===== src/rtl/msadc_pkg.sv =====
package msadc_pkg;

  typedef enum logic [2:0] {
    ST_IDLE,
    ST_RUNUP,
    ST_SIGN,
    ST_COARSE,
    ST_FINE,
    ST_BACK,
    ST_DONE,
    ST_RST
  } seqState_t;

  // strobes from the control to the datapath
  typedef struct packed {
    logic clrAll;
    logic clrPhase;
    logic capSign;
    logic capCoarse;
    logic capFine;
    logic fineSel;
    logic setFault;
  } dpStrobe_t;

  // compare results from the datapath to the control
  typedef struct packed {
    logic runupEnd;
    logic minMet;
    logic blankOver;
    logic timeUp;
    logic backEnd;
    logic rstEnd;
    logic rstSkip;
  } dpFlags_t;

  localparam int SW_INPUT  = 0;
  localparam int SW_SIGN   = 1;
  localparam int SW_COARSE = 2;
  localparam int SW_RESET  = 3;
  localparam int SW_FINE0  = 4;

endpackage


===== src/rtl/msadc_sync.sv =====
module msadc_sync #(
  parameter int STAGES = 2
) (
  input  logic clk,
  input  logic rst_n,
  input  logic asyncIn,
  output logic syncOut
);
  logic [STAGES-1:0] stg;

  always_ff @(posedge clk or negedge rst_n) begin
    if (!rst_n) stg <= '0;
    else        stg <= {stg[STAGES-2:0], asyncIn};
  end

  assign syncOut = stg[STAGES-1];
endmodule


===== src/rtl/msadc_ctrl.sv =====
module msadc_ctrl
  import msadc_pkg::*;
#(
  parameter int NUM_FINE = 2,
  localparam int NSW = SW_FINE0 + NUM_FINE
) (
  input  logic           clk,
  input  logic           rst_n,
  input  logic           start,
  input  logic           compSync,
  input  dpFlags_t       flags,
  output dpStrobe_t      stb,
  output logic [NSW-1:0] swCtl,
  output logic           busy,
  output logic           done
);
  localparam logic LAST_FINE = 1'(NUM_FINE - 1);

  seqState_t state, nxtState;
  logic      fineIdx, nxtFine;

  always_ff @(posedge clk or negedge rst_n) begin
    if (!rst_n) begin
      state   <= ST_IDLE;
      fineIdx <= 1'b0;
    end else begin
      state   <= nxtState;
      fineIdx <= nxtFine;
    end
  end

  always_comb begin
    nxtState    = state;
    nxtFine     = fineIdx;
    stb         = '0;
    stb.fineSel = fineIdx;
    unique case (state)
      ST_IDLE: if (start) begin
        nxtState     = ST_RUNUP;
        stb.clrAll   = 1'b1;
        stb.clrPhase = 1'b1;
      end
      ST_RUNUP: if (flags.runupEnd) begin
        nxtState     = ST_SIGN;
        stb.clrPhase = 1'b1;
      end
      ST_SIGN: begin
        if (flags.blankOver && flags.minMet && compSync) begin
          nxtState     = ST_COARSE;
          stb.capSign  = 1'b1;
          stb.clrPhase = 1'b1;
        end else if (flags.timeUp) begin
          nxtState     = ST_DONE;
          stb.capSign  = 1'b1;
          stb.setFault = 1'b1;
        end
      end
      ST_COARSE: begin
        if (flags.blankOver && !compSync) begin
          nxtState      = ST_FINE;
          nxtFine       = 1'b0;
          stb.capCoarse = 1'b1;
          stb.clrPhase  = 1'b1;
        end else if (flags.timeUp) begin
          nxtState      = ST_DONE;
          stb.capCoarse = 1'b1;
          stb.setFault  = 1'b1;
        end
      end
      ST_FINE: begin
        if (flags.blankOver && compSync) begin
          stb.capFine  = 1'b1;
          stb.clrPhase = 1'b1;
          nxtState     = (fineIdx == LAST_FINE) ? ST_DONE : ST_BACK;
        end else if (flags.timeUp) begin
          nxtState     = ST_DONE;
          stb.capFine  = 1'b1;
          stb.setFault = 1'b1;
        end
      end
      ST_BACK: if (flags.backEnd) begin
        nxtState     = ST_FINE;
        nxtFine      = fineIdx + 1'b1;
        stb.clrPhase = 1'b1;
      end
      ST_DONE: begin
        stb.clrPhase = 1'b1;
        nxtState     = flags.rstSkip ? ST_IDLE : ST_RST;
      end
      ST_RST: if (flags.rstEnd) nxtState = ST_IDLE;
      default: nxtState = ST_IDLE;
    endcase
  end

  // switch decode straight from the state register
  assign swCtl[SW_INPUT]  = (state == ST_RUNUP);
  assign swCtl[SW_SIGN]   = (state == ST_SIGN);
  assign swCtl[SW_COARSE] = (state == ST_COARSE) || (state == ST_BACK);
  assign swCtl[SW_RESET]  = (state == ST_RST);

  for (genvar g = 0; g < NUM_FINE; g++) begin : g_fineSw
    assign swCtl[SW_FINE0 + g] = (state == ST_FINE) && (fineIdx == 1'(g));
  end

  assign busy = (state != ST_IDLE);
  assign done = (state == ST_DONE);
endmodule


===== src/rtl/msadc_dp.sv =====
module msadc_dp
  import msadc_pkg::*;
#(
  parameter int CNT_W       = 16,
  parameter int NUM_FINE    = 2,
  parameter int RES_W       = 32,
  parameter int SYNC_STAGES = 2,
  parameter int BACK_CYC    = 1,
  parameter int W_SIGN      = 256,
  parameter int W_COARSE    = 256,
  parameter int W_FINE0     = 16,
  parameter int W_FINE1     = 1
) (
  input  logic                      clk,
  input  logic                      rst_n,
  input  dpStrobe_t                 stb,
  input  logic [CNT_W-1:0]          runupLen,
  input  logic [CNT_W-1:0]          signMinLen,
  input  logic [CNT_W-1:0]          timeoutLen,
  input  logic [CNT_W-1:0]          resetLen,
  output dpFlags_t                  flags,
  output logic                      fault,
  output logic [CNT_W-1:0]          signCount,
  output logic [CNT_W-1:0]          coarseCount,
  output logic [NUM_FINE*CNT_W-1:0] fineCount,
  output logic signed [RES_W-1:0]   result
);
  localparam int EXT_W = CNT_W + 1;
  localparam logic signed [RES_W-1:0] WS = RES_W'(W_SIGN);
  localparam logic signed [RES_W-1:0] WC = RES_W'(W_COARSE);
  localparam logic signed [RES_W-1:0] BACK_CHG = RES_W'(W_COARSE * BACK_CYC * (NUM_FINE - 1));
  localparam logic signed [RES_W-1:0] WF [2] = '{RES_W'(W_FINE0), RES_W'(W_FINE1)};

  logic [CNT_W-1:0] phaseCnt;
  logic [EXT_W-1:0] elapsed;
  logic [CNT_W-1:0] capVal;
  logic [CNT_W-1:0] signQ, coarseQ;
  logic [CNT_W-1:0] fineQ [NUM_FINE];
  logic             faultQ;

  assign elapsed = {1'b0, phaseCnt} + EXT_W'(1);
  assign capVal  = elapsed[CNT_W] ? '1 : elapsed[CNT_W-1:0];

  always_ff @(posedge clk or negedge rst_n) begin
    if (!rst_n)                phaseCnt <= '0;
    else if (stb.clrPhase)     phaseCnt <= '0;
    else if (phaseCnt != '1)   phaseCnt <= phaseCnt + 1'b1;
  end

  assign flags.runupEnd  = elapsed >= {1'b0, runupLen};
  assign flags.minMet    = elapsed >= {1'b0, signMinLen};
  assign flags.timeUp    = elapsed >= {1'b0, timeoutLen};
  assign flags.backEnd   = elapsed >= EXT_W'(BACK_CYC);
  assign flags.rstEnd    = elapsed >= {1'b0, resetLen};
  assign flags.rstSkip   = (resetLen == '0);
  assign flags.blankOver = phaseCnt >= CNT_W'(SYNC_STAGES);

  always_ff @(posedge clk or negedge rst_n) begin
    if (!rst_n) begin
      signQ   <= '0;
      coarseQ <= '0;
      faultQ  <= 1'b0;
      for (int i = 0; i < NUM_FINE; i++) fineQ[i] <= '0;
    end else if (stb.clrAll) begin
      signQ   <= '0;
      coarseQ <= '0;
      faultQ  <= 1'b0;
      for (int i = 0; i < NUM_FINE; i++) fineQ[i] <= '0;
    end else begin
      if (stb.capSign)   signQ   <= capVal;
      if (stb.capCoarse) coarseQ <= capVal;
      if (stb.setFault)  faultQ  <= 1'b1;
      for (int i = 0; i < NUM_FINE; i++)
        if (stb.capFine && (stb.fineSel == 1'(i))) fineQ[i] <= capVal;
    end
  end

  function automatic logic signed [RES_W-1:0] widen(input logic [CNT_W-1:0] v);
    return $signed(RES_W'(v));
  endfunction

  always_comb begin
    result = WC * widen(coarseQ) + BACK_CHG - WS * widen(signQ);
    for (int i = 0; i < NUM_FINE; i++) result = result - WF[i] * widen(fineQ[i]);
  end

  for (genvar g = 0; g < NUM_FINE; g++) begin : g_finePack
    assign fineCount[g*CNT_W +: CNT_W] = fineQ[g];
  end

  assign signCount   = signQ;
  assign coarseCount = coarseQ;
  assign fault       = faultQ;
endmodule


===== src/rtl/msadc_seq.sv =====
module msadc_seq
  import msadc_pkg::*;
#(
  parameter int CNT_W       = 16,
  parameter int NUM_FINE    = 2,
  parameter int RES_W       = 32,
  parameter int SYNC_STAGES = 2,
  parameter int BACK_CYC    = 1,
  parameter int W_SIGN      = 256,
  parameter int W_COARSE    = 256,
  parameter int W_FINE0     = 16,
  parameter int W_FINE1     = 1,
  localparam int NSW = SW_FINE0 + NUM_FINE
) (
  input  logic                      clk,
  input  logic                      rst_n,
  input  logic                      start,
  input  logic                      compIn,
  input  logic [CNT_W-1:0]          runupLen,
  input  logic [CNT_W-1:0]          signMinLen,
  input  logic [CNT_W-1:0]          timeoutLen,
  input  logic [CNT_W-1:0]          resetLen,
  output logic [NSW-1:0]            swCtl,
  output logic                      busy,
  output logic                      done,
  output logic                      fault,
  output logic [CNT_W-1:0]          signCount,
  output logic [CNT_W-1:0]          coarseCount,
  output logic [NUM_FINE*CNT_W-1:0] fineCount,
  output logic signed [RES_W-1:0]   result
);
  logic      compSync;
  dpStrobe_t stb;
  dpFlags_t  flags;

  msadc_sync #(.STAGES(SYNC_STAGES)) u_sync (
    .clk     (clk),
    .rst_n   (rst_n),
    .asyncIn (compIn),
    .syncOut (compSync)
  );

  msadc_ctrl #(.NUM_FINE(NUM_FINE)) u_ctrl (
    .clk      (clk),
    .rst_n    (rst_n),
    .start    (start),
    .compSync (compSync),
    .flags    (flags),
    .stb      (stb),
    .swCtl    (swCtl),
    .busy     (busy),
    .done     (done)
  );

  msadc_dp #(
    .CNT_W(CNT_W), .NUM_FINE(NUM_FINE), .RES_W(RES_W), .SYNC_STAGES(SYNC_STAGES),
    .BACK_CYC(BACK_CYC), .W_SIGN(W_SIGN), .W_COARSE(W_COARSE),
    .W_FINE0(W_FINE0), .W_FINE1(W_FINE1)
  ) u_dp (
    .clk         (clk),
    .rst_n       (rst_n),
    .stb         (stb),
    .runupLen    (runupLen),
    .signMinLen  (signMinLen),
    .timeoutLen  (timeoutLen),
    .resetLen    (resetLen),
    .flags       (flags),
    .fault       (fault),
    .signCount   (signCount),
    .coarseCount (coarseCount),
    .fineCount   (fineCount),
    .result      (result)
  );
endmodule


===== config.mk =====
export PLATFORM = sky130hd
export DESIGN_NAME = msadc_seq
export DESIGN_NICKNAME = d
export VERILOG_FILES = /design/src/rtl/msadc_pkg.sv /design/src/rtl/msadc_sync.sv /design/src/rtl/msadc_ctrl.sv /design/src/rtl/msadc_dp.sv /design/src/rtl/msadc_seq.sv
export SDC_FILE = /design/constraint.sdc
export NUM_CORES = 1
export LEC_CHECK = 0
export ABC_AREA = 0
export BUFFER_PORTS_ARGS = -buffer_cell sky130_fd_sc_hd__buf_2
export CAP_MARGIN = 15
export CELL_PAD_IN_SITES_DETAIL_PLACEMENT = 0
export CELL_PAD_IN_SITES_GLOBAL_PLACEMENT = 1
export CORE_MARGIN = 2
export CORE_UTILIZATION = 30
export CTS_CLUSTER_DIAMETER = 30
export CTS_CLUSTER_SIZE = 20
export DETAILED_ROUTE_END_ITERATION = 8
export PLACE_DENSITY_LB_ADDON = 0.1
export SLEW_MARGIN = 30
export SYNTH_ARGS = -nofsm -noshare
export SYNTH_HDL_FRONTEND = slang
export SYNTH_SLANG_ARGS = --single-unit

===== constraint.sdc =====
create_clock -name clk -period 8.9 [get_ports clk]
set_input_delay 1.335 -clock clk [delete_from_list [all_inputs] [get_ports clk]]
set_output_delay 1.335 -clock clk [all_outputs]
set_load 0.05 [all_outputs]

==> results.ini <==
[run_status]
status=finished clean

[clock_tree]
clockBufferDepth=2
post_cts_resized=0
cts_setup_buffers=0
h-tree-depth=3
cts_buffers=9
clock_latency_ps=340
root_buffer=clkbuf_16
clk_pin_slew_ps=70
postCtsHoldBufs=0
cts.sinks=87
cts_tree=yes

[setup_path]
worstPathArrival_ps=4740
cpPeakStageDelay_ps=530
r2r_cells=11
timing.rr.end=u_dp.phaseCnt[0]
crit_path_max_fanout=6
required_ps=7570
crit_slowest_cell=or3b_2
path_cells=ha_1 > nand3_1 > xor2_1 > fa_1 > inv_1 > ha_1 > and3_1 > nand3_1 > a211oi_1 > nor2_1 > a31oi_1 > or3b_2 > a31oi_1 > xnor2_1 > buf_2
crit_path_end_kind=output port
r2r-start=u_dp.phaseCnt[0]
start_kind=flop
rrSetupSlack_ps=3730
critical_path_class=flop to output port

[sta]
hold_slack_ps=366
max_freq_mhz=165
setup_viol=0
slew_violations=0
hold_violations=0
setup_ws_ps=2820
fin_crit_ps=6080
max-slew-margin-rel_pct=40.1
worst_pin_slew_ps=889
fin_crit_sh_pct=68.3
finalSetupTns_ps=0
rsz0062_at_grt=no
fin_worst_skew_ps=7.50

[yosys]
synth_ff_type=dfrtp_1
yosysWarnings=0
ys_seq_area_share_pct=27.4
async_reset_ff_share_pct=100
ys_ff_latch=87
syn_inst=950
synth_edf_count=0
synth.distinct_cells=62
synth_area_per_cell_um2=8.38
syn_nets=1147
synth_area_mm2=0.00796

[global_route]
track_usage_pct=18.5
grt_max_degree=58
antenna_found_initial=0
grt_pass1_vias=7253
grt-ovfl-total=0
grt_pass1_wl_um=40900

[placed_design]
port_buffers=172
place_inst=1434
dp_hpwl_um=20000
gp_congestion=0.853
post-place-ws_ps=3190

[finish]
seq_area_mm2=0.00218
drive_gt1_share_pct=19.6
synthToLayoutAreaGrowth_pct=19.6
diodes=0
nFillCells=2824
fin_nets=1307
stdcell_count=1450
multi_input_comb_area_mm2=0.00513

[floorplanning]
num_rows=59
dieArea_mm2=0.0278
core_mm2=0.0261
ioPinCount=173
die-height_um=167
start_util_pct=30.5
die_w_um=167

[worst_hold_path]
hp-class=flop to flop
worstHoldStart=u_sync.stg[0]
min_to=u_sync.stg[1]
hold_depth=0

[detailed_routing]
drt-wirelength-per-cell_um=17.5
via_per_inst=4.93
wirelength_um=25300
dr.pass1.iters=5
ant_nets=0
drtIter0Drc=306
drc=0
routed-via-count=7154

[flow_run]
maxCapViolations=0

through the flow:
| stage | util, % | area, µm² |
|---|---|---|
| floorplan | - | 7960 |
| global placement | 35.4 | 9210 |
| detailed placement | 35.4 | 9220 |
| CTS | 36.5 | 9520 |
| global route | 36.5 | 9520 |
| finish | 36.5 | 9520 |
worst max path at each step:
stage                        startpoint    endpoint  slack, ps  cells after the start
floorplan             u_dp.signCount[6]  result[21]       2670                     13
global placement    u_dp.coarseCount[0]  result[23]       3310                     15
detailed placement  u_dp.coarseCount[0]  result[23]       3190                     15
CTS                 u_dp.coarseCount[0]  result[23]       2810                     15
global route        u_dp.coarseCount[0]  result[23]       2490                     15
finish              u_dp.coarseCount[0]  result[23]       2820                     15
routing by layer:
layer | share of wire, % | wire [µm] | up-vias | track usage [%]
met4 | 0.62 | 158 | 0 | 2.66
met5 | 0 | 0 | - | 0
met2 | 45 | 11400 | 162 | 29.6
met1 | 50 | 12800 | 3348 | 26.8
li1 | - | - | 3631 | -
met3 | 4.1 | 1030 | 13 | 2.76
layout make-up:
| cell class | instances | area share (%) |
|---|---|---|
| Multi-Input combinational cell | 685 | 53.9 |
| Inverter | 142 | 5.60 |
| Tap cell | 335 | 4.40 |
| Timing Repair Buffer | 185 | 10.1 |
| Clock inverter | 5 | 0.434 |
| Sequential cell | 87 | 22.9 |
| Clock buffer | 11 | 2.66 |
cell usage after synthesis (all sizes together), types with 15 or more instances:
cell type / n / area [µm²]
a211oi: 60 / 450
ha: 108 / 1350
nand2: 46 / 173
fa: 21 / 420
nor4: 20 / 138
a21oi: 34 / 170
nor3: 16 / 80.1
nor2: 125 / 469
o21ai: 36 / 180
xor2: 19 / 166
inv: 142 / 533
a21o: 15 / 113
dfrtp: 87 / 2180
xnor2: 27 / 236
nand3: 22 / 110
nand4: 21 / 138
clkbuf: 28 / 105
registers in the layout, summed over array words and instances, names as in the netlist:
name	count
u_dp.coarseCount	16
u_ctrl.fineIdx	1
u_dp.fineCount	32
u_sync.stg	2
u_ctrl.state	3
u_dp.fault	1
u_dp.phaseCnt	16
u_dp.signCount	16
logic make-up after synthesis:
group / count (synthesis) / share of synthesized area [%]
simple gates: 297 / 18.1
compound gates: 200 / 17.0
buf+inv: 178 / 8.57
fa+ha+maj: 129 / 22.3
flops: 87 / 27.4
xor+xnor: 46 / 5.06
mux: 13 / 1.68
worst max-delay path: cells and delay by family, from the launching register on:
kind / cells / cell delay, ps
adder cells (fa/ha/maj): 3 / 1120
AND/OR/NAND/NOR: 5 / 1290
XOR/XNOR: 2 / 410
flip-flops: 1 / 480
AO/OA/AOI/OAI: 3 / 750
buffers and inverters: 2 / 320
cell usage in the layout (no fill, tap or decap), drive strengths merged, types with 4 or more instances in the layout:
cell type,netlist,layout
buf,8,185
inv,142,143
nor2,125,125
ha,108,108
dfrtp,87,87
a211oi,60,60
nand2,46,46
o21ai,36,36
a21oi,34,34
xnor2,27,27
nand3,22,22
fa,21,21
nand4,21,21
nor4,20,20
xor2,19,19
nor3,16,16
a21o,15,15
clkbuf,28,11
mux2i,10,10
o21a,9,9
and3,7,7
nand2b,7,7
nor2b,7,7
a21boi,7,7
o2bb2ai,5,5
nor3b,5,5
or2,4,4
o211ai,4,4
a2111oi,4,4
Power is left out: the tool's default activity adds up to more than one toggle a clock period on the data nets, which glitch-free logic cannot reach.
